$ cat src/rtl/gpio_edge_irq.sv
module gpio_edge_irq #(
  parameter int NBANK = 3,
  parameter int BANKW = 16,
  parameter int NDED  = 8,
  localparam int BSW  = $clog2(NBANK + 1),
  localparam int AW   = BSW + 2,
  localparam int N    = NBANK * BANKW
) (
  input  logic             clk,
  input  logic             rst_n,
  input  logic [N-1:0]     pins_in,
  input  logic             bus_wr,
  input  logic [AW-1:0]    bus_addr,
  input  logic [BANKW-1:0] bus_wdata,
  output logic [BANKW-1:0] bus_rdata,
  output logic [NDED-1:0]  irq_pin,
  output logic [NBANK-1:0] irq_bank,
  output logic [NDED-1:0]  dma_pin,
  output logic [NBANK-1:0] dma_bank
);

  logic [N-1:0]     prev, rise_en, fall_en, status, hit, clr;
  logic [NBANK-1:0] bank_en, grp_hit, grp_stat;
  logic [BSW-1:0]   asel;
  logic [1:0]       rsel;

  assign asel = bus_addr[AW-1:2];
  assign rsel = bus_addr[1:0];
  assign hit  = (~prev & pins_in & rise_en) | (prev & ~pins_in & fall_en);

  always_comb begin
    clr = '0;
    for (int b = 0; b < NBANK; b++) begin
      grp_hit[b]  = |hit[b*BANKW +: BANKW];
      grp_stat[b] = |status[b*BANKW +: BANKW];
      if (bus_wr && asel == BSW'(b) && rsel == 2'd2)
        clr[b*BANKW +: BANKW] = bus_wdata;
    end
  end

  always_ff @(posedge clk or negedge rst_n) begin
    if (!rst_n) begin
      prev     <= '0;
      rise_en  <= '0;
      fall_en  <= '0;
      status   <= '0;
      bank_en  <= '0;
      dma_pin  <= '0;
      dma_bank <= '0;
    end else begin
      prev     <= pins_in;
      status   <= (status & ~clr) | hit;
      dma_pin  <= hit[NDED-1:0];
      dma_bank <= grp_hit & bank_en;
      for (int b = 0; b < NBANK; b++) begin
        if (bus_wr && asel == BSW'(b) && rsel == 2'd0) rise_en[b*BANKW +: BANKW] <= bus_wdata;
        if (bus_wr && asel == BSW'(b) && rsel == 2'd1) fall_en[b*BANKW +: BANKW] <= bus_wdata;
      end
      if (bus_wr && asel == BSW'(NBANK) && rsel == 2'd0) bank_en <= bus_wdata[NBANK-1:0];
    end
  end

  always_comb begin
    bus_rdata = '0;
    for (int b = 0; b < NBANK; b++) begin
      if (asel == BSW'(b)) begin
        case (rsel)
          2'd0:    bus_rdata = rise_en[b*BANKW +: BANKW];
          2'd1:    bus_rdata = fall_en[b*BANKW +: BANKW];
          2'd2:    bus_rdata = status[b*BANKW +: BANKW];
          default: bus_rdata = '0;
        endcase
      end
    end
    if (asel == BSW'(NBANK) && rsel == 2'd0) bus_rdata[NBANK-1:0] = bank_en;
  end

  assign irq_pin  = status[NDED-1:0];
  assign irq_bank = grp_stat & bank_en;

endmodule

$ cat config.mk
export PLATFORM = sky130hd
export DESIGN_NAME = gpio_edge_irq
export DESIGN_NICKNAME = d
export VERILOG_FILES = /design/src/rtl/gpio_edge_irq.sv
export SDC_FILE = /design/constraint.sdc
export NUM_CORES = 1
export LEC_CHECK = 0
export BUFFER_PORTS_ARGS = -buffer_cell sky130_fd_sc_hd__buf_2
export CORE_MARGIN = 3
export CORE_UTILIZATION = 59
export CTS_CLUSTER_DIAMETER = 60
export DETAILED_ROUTE_END_ITERATION = 6
export GPL_TIMING_DRIVEN = 1
export PLACE_DENSITY = 0.85
export SLEW_MARGIN = 20
export SYNTH_ARGS = -nofsm -noshare
export SYNTH_HDL_FRONTEND = slang
export SYNTH_SLANG_ARGS = --single-unit
$ cat constraint.sdc
create_clock -name clk -period 1.41 [get_ports clk]
set_input_delay 0.0705 -clock clk [delete_from_list [all_inputs] [get_ports clk]]
set_output_delay 0.0705 -clock clk [all_outputs]
set_load 0.005 [all_outputs]
# == Yosys cells after proc, flatten, opt, wreduce, memory -nomap -nowiden ==
# Cells that the tools add are included.
# op_classes
n_eq_ne,5
n_mux,10
bitwise,12
n_reduce_logical,23
# ops
operator,n
48-bit AND,5
48-bit NOT,3
16-bit one-hot mux with 3 select lines,3
16-bit two-way mux,6
48-bit bitwise OR,2
16-bit OR reduction,6
1-bit logical AND,15
3-bit AND,2
"2-bit equality test, second input constant",3
"2-bit by 1-bit equality test with 1-bit output, second input constant",2
2-bit zero test,2
3-bit two-way mux,1
# totals
reg_bits,206
input_bits,71

# == Logic depth before layout (Yosys ltp) ==
# depth
depth_word,7
ltp_mapped,7
mapped_depth_nobuf,4

# == Least setup slack after synthesis ==
# No wires, ideal clock.
# synth_timing
path_kind,input port to flip-flop
startpoint,input bus_addr[1]
endpoint,register rise_en[21]
setup_time_ns,0.125
arrival_time_ns,1.340
t_required_ns,1.285
setup_slack_ns,-0.055
path_stages,6
path_cell_list,buf_6 or2_1 buf_6 nor3_4 buf_6 mux2_2
# synth_via
elab_chain_cells,2
# synth_rtl
item,line,text
from (decl),13,"input logic [AW-1:0] bus_addr,"
2-bit zero test,56,if (bus_wr && asel == BSW'(b) && rsel == 2'd0) rise_en[b*BANKW +: BANKW] <= bus_wdata;
1-bit logical AND,56,
"to (signal, indexed assignment)",56,
to (decl),22,"logic [N-1:0] prev, rise_en, fall_en, status, hit, clr;"
# No other way between the ends.
# A chain may end at the register's enable or synchronous reset.

# == Worst setup path in the final report ==
# layout_timing
startpoint,register status[30]
endpoint,output irq_bank[1]
# layout_via
elab_chain_cells,2
# layout_rtl
item,line,text
from (decl),22,
from (signal assigned),52,status <= (status & ~clr) | hit;
16-bit OR reduction,35,grp_stat[b] = |status[b*BANKW +: BANKW];
3-bit AND,79,assign irq_bank = grp_stat & bank_en;
to (decl),17,"output logic [NBANK-1:0] irq_bank,"
# No other way between the ends.

==> out/summary.txt <==
outcome: finished, violations left
violations in the final reports: DRC, setup timing
routability cong.: 0.882
Die Height: 133 µm
die area: 0.0176 mm²
via count: 8,848
Main synth FF type: dfrtp_1
worst hold path class: in2async
H-tree Lvls: 1
largest net degree at the start of global routing: 47
worst-case clock skew: 0.0120 ns
First-pass DRT Iterations: 7
min Tclk post-route: 2.24 ns
sequential area share after synthesis: 54.4%
CTS tree: yes
Clk Latency, worst-skew pair: 0.52 ns
GR Util All Layers: 36.1%
layout cell share with drive strength beyond 1: 39.3%
WS Path Type: reg2out
CTS Root Cell: clkbuf_16
filler instances: 779
antenna-violating nets left: 0
final worst slack: -0.835 ns
Startpoint Class: register
Synth area leader: dfrtp_1
CTS Buffer Depth: 3
Mapped Avg Cell Area: 11.5 µm²
CTS sink cnt: 206
initial antenna violation count: 1
max-slew violation count: 0
Die X: 133 µm
Max Fclk: 0.446 GHz
leak pwr: 5.70 nW
Total Routed Length: 34.7 mm
Synth Instances: 824
Slew HR: 49.4%
Tot Pwr: 17.8 mW
Critical Path Sink Type: primary output
Worst R2R Start: fall_en[7]
Yosys warnings: 0
vias per inst: 6.71
post-synth cell types: 35
ANT cells: 0
dpl cells: 1,177
Core Region: 0.0154 mm²
register area: 0.00516 mm²
worst-path maximum fanout: 3
Max-Cap Viols: 0
vias in the first global route: 9,052
Post-synth EDFFs: 0
Crit. Startpoint: status[30]
post-synthesis cell area: 0.00947 mm²
pin slew with the least headroom to its limit: 0.753 ns
PD cells: 1370 mW/mm²
peak supply drop: 1.21 mV
remaining routing DRC violations: 37
port bufs: 108
final hold vios: 0
CTS buffer count: 22
DP Wirelength: 18.9 mm
cells taking the most area after synthesis: dfrtp_1 54%, mux2_2 12%, a21o_1 4.8%
share of the synthesized area in the top cell type: 54.4%
fraction of registers with async set/reset: 100%
Final Core Density: 84.3%
wire per inst: 26.3 µm
Final #Nets: 1,166
Syn Nets: 895
clk slew on worst S/H paths: 0.07 ns
1st-iter DRT viols: 1,120
Yosys reg bits: 206
Site Rows: 45
grt total ovfl: 0
Final period util: 159%
Req. time, crit path: 1.34 ns
Data arrival, critical path: 2.17 ns
io pins: 109
area grow syn2layout: 37.3%
RSZ-0062 raised after global routing: yes
Multi-input gate area: 0.00436 mm²
first-pass GRT wire length: 49.7 mm
# setup viols final: 22
Cell Count, Final, Fillers Out: 1,319
Initial Util: 61.4%
==> area by class of cell <==
cell class                 instances  share of cell area [%]
inverter                           8                   0.231
sequential                       206                    39.7
clock buffer                      33                    5.09
timing repair buffer             307                    19.0
multi-input combinational        550                    33.5
tap                              211                    2.03
clock inverter                     4                   0.462
==> per-layer routing <==
layer / GRT usage (%) / wire, µm / vias to the layer above
li1: - / - / 3543
met1: 42.1 / 11900 / 4327
met2: 61.1 / 16500 / 710
met3: 8.17 / 3450 / 266
met4: 21.3 / 2820 / 2
met5: 0 / 13 / -
==> state kept, by name (all words and copies together), names as in the netlist <==
signal	cells
fall_en	48
prev	48
rise_en	48
status	48
dma_pin	8
bank_en	3
dma_bank	3
==> cells in the final DEF, fill, tap and decap left out, drive strengths merged, types with 3 or more instances in the layout <==
master	instances
buf	241
o21ai	76
o2bb2ai	16
o221ai	3
a222oi	13
nor4	24
nand3b	50
o22ai	13
dfrtp	206
clkbuf	34
inv	9
a41oi	6
nor2	18
nand2	113
nor3	3
o211ai	3
a2bb2oi	3
mux2	102
dlygate4sd3	65
mux2i	32
a21o	61
a22oi	3
==> metrics by stage <==
step,area [µm²],TNS [ns],setup slack (ns),hold WS (ns)
CTS,12700,-8.21,-0.508,0.0825
finish,13000,-10.88,-0.835,0.0889
global route,13000,-11.87,-0.905,0.116
floorplan,9470,-0.531,-0.0531,-0.225
global placement,10900,-4.88,-0.169,0.0546
detailed placement,10900,-6.64,-0.183,0.0547
==> path summary, 6_finish.rpt <==
kind                               end  slack [ns]  depth (start not counted)
setup / recovery           irq_bank[1]       -0.83                          3
hold / removal              dma_pin[0]        0.09                          2
setup reg to reg           dma_bank[0]       -0.21                          7
hold reg to reg             status[36]        0.53                          1
max in group asynchronous   status[15]        0.70                          3
min in group clk            bank_en[0]        0.10                          3
==> synthesized netlist by cell type, types with 4 or more instances <==
library cell and instances:
o22ai_1 13, nand2_1 112, buf_6 4, a21o_1 61, clkbuf_1 30, a222oi_1 13
buf_2 12, nor4_1 24, o21ai_0 76, inv_1 8, dfrtp_1 206, nand3b_1 50
nor2_1 16, mux2_2 102, a41oi_1 6, buf_4 14, mux2i_1 32, o2bb2ai_1 16
==> repair_timing <==
action | in CTS | in global routing
pin swaps | 37 | 39
hold buffers | 65 | 0
resized for setup | 51 | 59
hold endpoints to repair | 395 | 0
buffers inserted | 27 | 16
setup endpoints to repair | 21 | 22
==> critical path, cell delays in order, from the launching register on <==
cell     delay [ns]
dfrtp_1        0.43
nor4_2         0.71
a41oi_4        0.31
buf_2          0.22
==> cells by family after synthesis <==
group | after synthesis | share of synthesized area, %
and+or+nand+nor | 218 | 12.1
DFF | 206 | 54.4
muxes | 134 | 15.5
buffers and inverters | 68 | 3.73
AOI/OAI and AO/OA | 198 | 14.2
==> power breakdown <==
group / internal (mW) / switching (mW) / total, mW / leakage [nW]
registers: 6.85 / 0.913 / 7.76 / 2.35
logic: 2.20 / 2.03 / 4.23 / 2.99
clock network: 3.42 / 2.43 / 5.85 / 0.356
Note: power is estimated with default switching activity, not from simulation.
